===== config.mk =====
export PLATFORM = sky130hd
export DESIGN_NAME = pbo_ctrl
export DESIGN_NICKNAME = d
export VERILOG_FILES = /design/src/rtl/pbo_pkg.sv /design/src/rtl/pbo_ref_select.sv /design/src/rtl/pbo_phase_avg.sv /design/src/rtl/pbo_offset_reg.sv /design/src/rtl/pbo_ctrl.sv
export SDC_FILE = /design/constraint.sdc
export NUM_CORES = 1
export LEC_CHECK = 0
export ABC_AREA = 0
export CAP_MARGIN = 20
export CELL_PAD_IN_SITES_DETAIL_PLACEMENT = 1
export CELL_PAD_IN_SITES_GLOBAL_PLACEMENT = 1
export CORE_UTILIZATION = 25
export DETAILED_ROUTE_END_ITERATION = 7
export PLACE_DENSITY_LB_ADDON = 0.08
export SETUP_SLACK_MARGIN = 0.2
export SLEW_MARGIN = 20
export SYNTH_ARGS = -nofsm -noshare
export SYNTH_HDL_FRONTEND = slang
export SYNTH_SLANG_ARGS = --single-unit

===== constraint.sdc =====
create_clock -name clk -period 6 [get_ports clk]
set_clock_uncertainty 0.1 [all_clocks]
set_input_delay 1.2 -clock clk [delete_from_list [all_inputs] [get_ports clk]]
set_output_delay 1.2 -clock clk [all_outputs]
set_load 0.01 [all_outputs]

===== src/rtl/pbo_pkg.sv =====
package pbo_pkg;
  typedef enum logic [1:0] {
    ST_NOREF = 2'd0,
    ST_LOCK  = 2'd1,
    ST_MEAS  = 2'd2,
    ST_APPLY = 2'd3
  } pbo_state_e;

  localparam logic [1:0] MODE_ON  = 2'b00;
  localparam logic [1:0] MODE_OFF = 2'b01;
endpackage


===== src/rtl/pbo_ref_select.sv =====
module pbo_ref_select #(
  parameter int N_IN   = 4,
  parameter int PRIO_W = 3,
  parameter int IDX_W  = 2
) (
  input  logic [N_IN-1:0]        valid,
  input  logic [N_IN*PRIO_W-1:0] prio_flat,
  output logic                   found,
  output logic [IDX_W-1:0]       best_idx
);
  logic [PRIO_W-1:0] prio [N_IN];
  logic [PRIO_W-1:0] best_prio;

  for (genvar g = 0; g < N_IN; g++) begin : g_unpack
    assign prio[g] = prio_flat[g*PRIO_W +: PRIO_W];
  end

  // Ascending scan with strict compare: equal priority keeps the lower index.
  always_comb begin
    found     = 1'b0;
    best_idx  = '0;
    best_prio = '0;
    for (int i = 0; i < N_IN; i++) begin
      if (valid[i] && (!found || prio[i] < best_prio)) begin
        found     = 1'b1;
        best_idx  = IDX_W'(i);
        best_prio = prio[i];
      end
    end
  end
endmodule


===== src/rtl/pbo_phase_avg.sv =====
module pbo_phase_avg #(
  parameter int PHASE_W = 12,
  parameter int MAX_K   = 4,
  parameter int K_W     = 3,
  parameter int ACC_W   = PHASE_W + MAX_K
) (
  input  logic                      clk,
  input  logic                      rst_n,
  input  logic                      start,
  input  logic [K_W-1:0]            k_req,
  input  logic                      take,
  input  logic signed [PHASE_W-1:0] sample,
  output logic                      done,
  output logic signed [ACC_W-1:0]   avg
);
  localparam int CNT_W = MAX_K + 1;

  logic signed [ACC_W-1:0] acc;
  logic [CNT_W-1:0]        cnt;
  logic [CNT_W-1:0]        target;
  logic [K_W-1:0]          k;
  logic [K_W-1:0]          k_clamp;

  assign k_clamp = (k_req > K_W'(MAX_K)) ? K_W'(MAX_K) : k_req;
  assign target  = CNT_W'(1) << k;
  assign done    = take && ((cnt + CNT_W'(1)) == target);
  assign avg     = acc >>> k;

  always_ff @(posedge clk or negedge rst_n) begin
    if (!rst_n) begin
      acc <= '0;
      cnt <= '0;
      k   <= '0;
    end else if (start) begin
      acc <= '0;
      cnt <= '0;
      k   <= k_clamp;
    end else if (take) begin
      acc <= acc + ACC_W'(sample);
      cnt <= cnt + CNT_W'(1);
    end
  end
endmodule


===== src/rtl/pbo_offset_reg.sv =====
module pbo_offset_reg #(
  parameter int OFF_W = 14,
  parameter int ACC_W = 16
) (
  input  logic                    clk,
  input  logic                    rst_n,
  input  logic                    clear,
  input  logic                    add_en,
  input  logic signed [ACC_W-1:0] delta,
  output logic signed [OFF_W-1:0] offset
);
  localparam int SUM_W = ((OFF_W > ACC_W) ? OFF_W : ACC_W) + 1;
  localparam logic signed [SUM_W-1:0] HI =
    {{(SUM_W-OFF_W+1){1'b0}}, {(OFF_W-1){1'b1}}};
  localparam logic signed [SUM_W-1:0] LO =
    {{(SUM_W-OFF_W+1){1'b1}}, {(OFF_W-1){1'b0}}};

  logic signed [SUM_W-1:0] sum;
  logic signed [OFF_W-1:0] sat;

  assign sum = SUM_W'(offset) + SUM_W'(delta);

  always_comb begin
    if (sum > HI)      sat = HI[OFF_W-1:0];
    else if (sum < LO) sat = LO[OFF_W-1:0];
    else               sat = sum[OFF_W-1:0];
  end

  always_ff @(posedge clk or negedge rst_n) begin
    if (!rst_n)      offset <= '0;
    else if (clear)  offset <= '0;
    else if (add_en) offset <= sat;
  end
endmodule


===== src/rtl/pbo_ctrl.sv =====
module pbo_ctrl #(
  parameter int N_IN         = 4,
  parameter int PRIO_W       = 3,
  parameter int PHASE_W      = 12,
  parameter int MAX_AVG_LOG2 = 4,
  parameter int OFF_W        = 14,
  localparam int IDX_W = (N_IN > 1) ? $clog2(N_IN) : 1,
  localparam int AVG_W = (MAX_AVG_LOG2 > 0) ? $clog2(MAX_AVG_LOG2 + 1) : 1
) (
  input  logic                      clk,
  input  logic                      rst_n,
  input  logic [1:0]                pbo_mode,
  input  logic [AVG_W-1:0]          avg_log2,
  input  logic [N_IN-1:0]           ref_valid,
  input  logic [N_IN*PRIO_W-1:0]    ref_prio,
  input  logic                      meas_valid,
  output logic                      meas_ready,
  input  logic signed [PHASE_W-1:0] meas_phase,
  output logic [IDX_W-1:0]          sel_idx,
  output logic                      holdover,
  output logic                      no_ref,
  output logic signed [OFF_W-1:0]   pbo_offset
);
  import pbo_pkg::*;

  localparam int ACC_W = PHASE_W + MAX_AVG_LOG2;

  pbo_state_e st, st_nxt;
  logic [IDX_W-1:0] sel_nxt;
  logic             found;
  logic [IDX_W-1:0] best_idx;
  logic             mode_on, mode_off;
  logic             lost, event_go, avg_start, take, avg_done;
  logic signed [ACC_W-1:0] avg;

  assign mode_on  = (pbo_mode == MODE_ON);
  assign mode_off = (pbo_mode == MODE_OFF);
  assign lost     = !ref_valid[sel_idx];

  pbo_ref_select #(.N_IN(N_IN), .PRIO_W(PRIO_W), .IDX_W(IDX_W)) u_sel (
    .valid     (ref_valid),
    .prio_flat (ref_prio),
    .found     (found),
    .best_idx  (best_idx)
  );

  always_comb begin
    st_nxt   = st;
    sel_nxt  = sel_idx;
    event_go = 1'b0;
    unique case (st)
      ST_NOREF: begin
        if (found) begin
          sel_nxt  = best_idx;
          event_go = 1'b1;
        end
      end
      ST_LOCK, ST_MEAS: begin
        if (lost) begin
          if (found) begin
            sel_nxt  = best_idx;
            event_go = 1'b1;
          end else begin
            st_nxt = ST_NOREF;
          end
        end else if (st == ST_MEAS) begin
          if (!mode_on)      st_nxt = ST_LOCK;
          else if (avg_done) st_nxt = ST_APPLY;
        end
      end
      ST_APPLY: st_nxt = ST_LOCK;
      default:  st_nxt = ST_NOREF;
    endcase
    if (event_go) st_nxt = mode_on ? ST_MEAS : ST_LOCK;
  end

  assign avg_start  = event_go && mode_on;
  assign meas_ready = (st != ST_APPLY);
  assign take       = (st == ST_MEAS) && !lost && mode_on && meas_valid && meas_ready;
  assign holdover   = (st != ST_LOCK);
  assign no_ref     = (st == ST_NOREF);

  pbo_phase_avg #(.PHASE_W(PHASE_W), .MAX_K(MAX_AVG_LOG2), .K_W(AVG_W), .ACC_W(ACC_W)) u_avg (
    .clk    (clk),
    .rst_n  (rst_n),
    .start  (avg_start),
    .k_req  (avg_log2),
    .take   (take),
    .sample (meas_phase),
    .done   (avg_done),
    .avg    (avg)
  );

  pbo_offset_reg #(.OFF_W(OFF_W), .ACC_W(ACC_W)) u_off (
    .clk    (clk),
    .rst_n  (rst_n),
    .clear  (mode_off),
    .add_en ((st == ST_APPLY) && mode_on),
    .delta  (avg),
    .offset (pbo_offset)
  );

  always_ff @(posedge clk or negedge rst_n) begin
    if (!rst_n) begin
      st      <= ST_NOREF;
      sel_idx <= '0;
    end else begin
      st      <= st_nxt;
      sel_idx <= sel_nxt;
    end
  end
endmodule


==> impl_metrics.yaml <==
status:
  status: "finished clean"
timing:
  period_minus_slack_ns: 4.99
  hold_violations: 0
  finalMaxSlewViolations: 0
  setup_viol: 0
  tightest_slew_ns: 0.671
  tns_ns: 0
  slew_headroom_pct: 55.2
  fmax_mhz: 200
  finalCritPeriodShare_pct: 83.2
  rsz0062_at_grt: "no"
  setup_slack_ns: 1.01
yosys:
  postSynth.asyncResetShare_pct: 100
  synth-xor-area-share_pct: 5.79
  synth_simple_gate_area_share_pct: 18.9
  ys_seq_area_share_pct: 24.8
  synth_area_per_cell_um2: 8.13
  syn-cell-area_um2: 4230
  yosys.area.top_type: "dfrtp_1"
  synth-edff-count: 0
  dominantRegCellSynth: "dfrtp_1"
  synthAdderAreaFrac_pct: 13.4
  synth.area.top_cells: "dfrtp_1 25%, ha_1 12%, a21oi_1 7.1%"
  synth.top_cells.by_count: "63 x nand2_1, 60 x a21oi_1, 42 x dfrtp_1, 42 x ha_1, 38 x nor2_1"
  synth_top_family_by_area: "compound AO/OA/AOI/OAI gates"
  synth_nets: 601
  synth_compound_area_share_pct: 25.1
  ys_types: 60
  yosysMostFrequentCell: "nand2_1"
  synth-seq-cells: 42
  synthCells: 521
  synth_top_area_share_pct: 24.8
  synthMuxAreaShare_pct: 8.24
  yosysWarnings: 0
detailed_routing:
  initialDrtViolationCount: 130
  drt_pre_antenna_iters: 4
  ant_nets: 0
  vias: 3999
  drt-total-wl_mm: 12.4
  routedWlPerCell_um: 15.7
  drc: 0
  vias_per_cell: 5.09
clocking:
  htree_levels: 2
  cts_tree: "done"
  clk_latency_ns: 0.30
  post_cts_buffers: 0
  root_buffer: "clkbuf_16"
  cts.sinks: 42
  numCtsBuffers: 5
  hold_buffers: 0
  clk_path_buf_depth: 2
  cts.repair.resized: 0
  clk_pin_slew_ns: 0.06
critical_path:
  worstPathCellList: "clkdlybuf4s50_1 > nand2_1 > ha_1 > a21o_1 > a21oi_1 > o21a_1 > nor2_1 > a21oi_1 > ha_1 > a211oi_1 > a22o_1 > o21bai_1 > nor2_1 > a21oi_1 > ha_1 > o31a_1 > o21ai_0 > nand4b_1 > nand3_1"
  worstPathRequired_ns: 6.13
  criticalPathCategory: "input pin to flop"
  critical-path-max-stage-delay_ns: 0.60
  endpoint_kind: "flop"
  slowest_stage: "clkdlybuf4s50_1"
  start_kind: "input pin"
  arrival_ns: 5.12
  cp_max_fo: 8
floorplan:
  die_area_um2: 17500
  fp.dieH_um: 132
  row_count: 47
  boundaryPins: 55
  fp.coreArea_um2: 16600
  die_w_um: 132
  start_util_pct: 25.5
final_layout:
  layout.nets: 645
  multi_input_area_um2: 3030
  layout-drive-gt1-share_pct: 6.18
  syn_to_final_growth_pct: 22.3
  utilization_pct: 31.2
  diodes: 0
  seqCellArea_um2: 1050
  fill_cells: 1985
global_route:
  grt_pass1_vias: 4175
  grt_pass1_wl_mm: 21.2
  grt_use_total_pct: 14.9
  overflow: 0
  antenna_found_initial: 0
  grt_start_max_net_pins: 43
power_and_ir_drop:
  irDropWorstVdd_uv: 168
  clockPowerShare_pct: 19.0
  pwr_density_cell_nw_per_um2: 324
  p_comb_share_pct: 56.0
  p_int_mw: 0.934
  power.switching_mw: 0.745
  p_sw_share_pct: 44.4
  pwr-share-seq_pct: 25.0
  power.total_mw: 1.68
  p_leak_nw: 2.24
placement:
  place_ws_ns: 0.653
  port_buffers: 54
  dpl.hpwl_mm: 9.62
  gp_congestion: 0.750
min_path:
  hold_path_class: "flop to flop"
job:
  drv_cap: 0
logic make-up (layout without fill, tap and decap cells):
family,count (synthesis),in the layout
buffers and inverters,41,86
AOI/OAI and AO/OA,166,166
xor gates and xnor gates,28,28
DFF,42,42
and+or+nand+nor,170,170
muxes,30,30
adders and majority gates,44,44
per-stage QoR:
| step | std cells | hold WS, ns | cell area [um^2] |
|---|---|---|---|
| finish | 786 | 0.458 | 5180 |
| global route | 786 | 0.500 | 5180 |
| CTS | 785 | 0.459 | 5150 |
| detailed placement | 777 | 0.451 | 4990 |
| global placement | 777 | 0.441 | 4990 |
| floorplan | 521 | 0.419 | 4230 |
cell type report:
| class | count | area share [%] |
|---|---|---|
| Inverter | 19 | 1.38 |
| Sequential cell | 42 | 20.3 |
| Tap cell | 220 | 5.32 |
| Timing Repair Buffer | 59 | 11.2 |
| Clock buffer | 6 | 2.49 |
| Clock inverter | 2 | 0.725 |
| Multi-Input combinational cell | 438 | 58.6 |
flip-flops by register name (all words and copies together), names as in the netlist:
name and cells:
sel_idx 2, st 2, u_avg.acc 16, u_avg.cnt 5, u_avg.k 3, u_off.offset 14
worst paths after layout:
kind | startpoint | to | slack (ns) | depth (start not counted)
max | ref_valid[0] | sel_idx[1]$_DFFE_PN0P_ | 1.01 | 19
min | u_avg.cnt[1]$_DFFE_PN0P_ | u_avg.cnt[1]$_DFFE_PN0P_ | 0.46 | 2
max reg2reg | u_avg.k[1]$_DFFE_PN0P_ | u_off.offset[12]$_DFFE_PN0P_ | 1.33 | 15
min reg2reg | u_avg.cnt[1]$_DFFE_PN0P_ | u_avg.cnt[1]$_DFFE_PN0P_ | 0.46 | 2
max in group asynchronous | rst_n | u_off.offset[11]$_DFFE_PN0P_ | 4.61 | 1
min in group asynchronous | rst_n | u_avg.acc[10]$_DFFE_PN0P_ | 0.81 | 1
metal layers:
| layer | vias to the layer above | share of wire, % | global-route usage (%) | wire [um] |
|---|---|---|---|---|
| met5 | - | 0 | 0 | 0 |
| met4 | 0 | 1.0 | 4.07 | 129 |
| met3 | 8 | 1.7 | 2.15 | 216 |
| met2 | 38 | 47 | 25.0 | 5800 |
| met1 | 1949 | 50 | 20.0 | 6210 |
| li1 | 2004 | - | - | - |
power by group through the flow:
stage               sequential, mW  clock, mW  combinational [mW]
finish                       0.420      0.319               0.940
global route                 0.435      0.346                1.06
CTS                          0.421      0.336               0.946
detailed placement           0.426          0               0.940
global placement             0.426          0               0.934
floorplan                    0.379          0               0.694
placed cells by master, fill, tap and decap left out, types with 3 or more instances in the layout:
cell	synthesis	routed
nand2_1	63	63
a21oi_1	60	60
clkdlybuf4s50_1	0	53
ha_1	42	42
dfrtp_1	42	42
nor2_1	38	38
o21ai_0	33	33
xnor2_1	22	22
inv_1	19	19
mux2i_1	18	18
a22oi_1	15	15
nor3_1	13	13
mux2_2	9	9
a211oi_1	8	8
or3_1	8	8
nand3_1	8	8
nor2b_1	7	7
xor2_1	6	6
nand3b_1	5	5
a21o_1	5	5
o21a_1	5	5
clkbuf_16	0	5
buf_4	2	5
nand2b_1	4	4
and2_1	4	4
o21bai_1	5	4
nand4_1	4	4
and3_1	4	4
o31ai_1	4	4
a31oi_1	4	4
or2_2	3	3
mux4_2	3	3
a311oi_1	3	3
worst max-delay path, delay by kind of cell:
| family | cells | cell delay [ns] |
|---|---|---|
| AOI/OAI and AO/OA | 10 | 2.00 |
| adders and majority gates | 3 | 0.81 |
| and+or+nand+nor | 5 | 0.51 |
| buffers and inverters | 1 | 0.60 |
No activity file was read; power rests on OpenSTA's default activity.
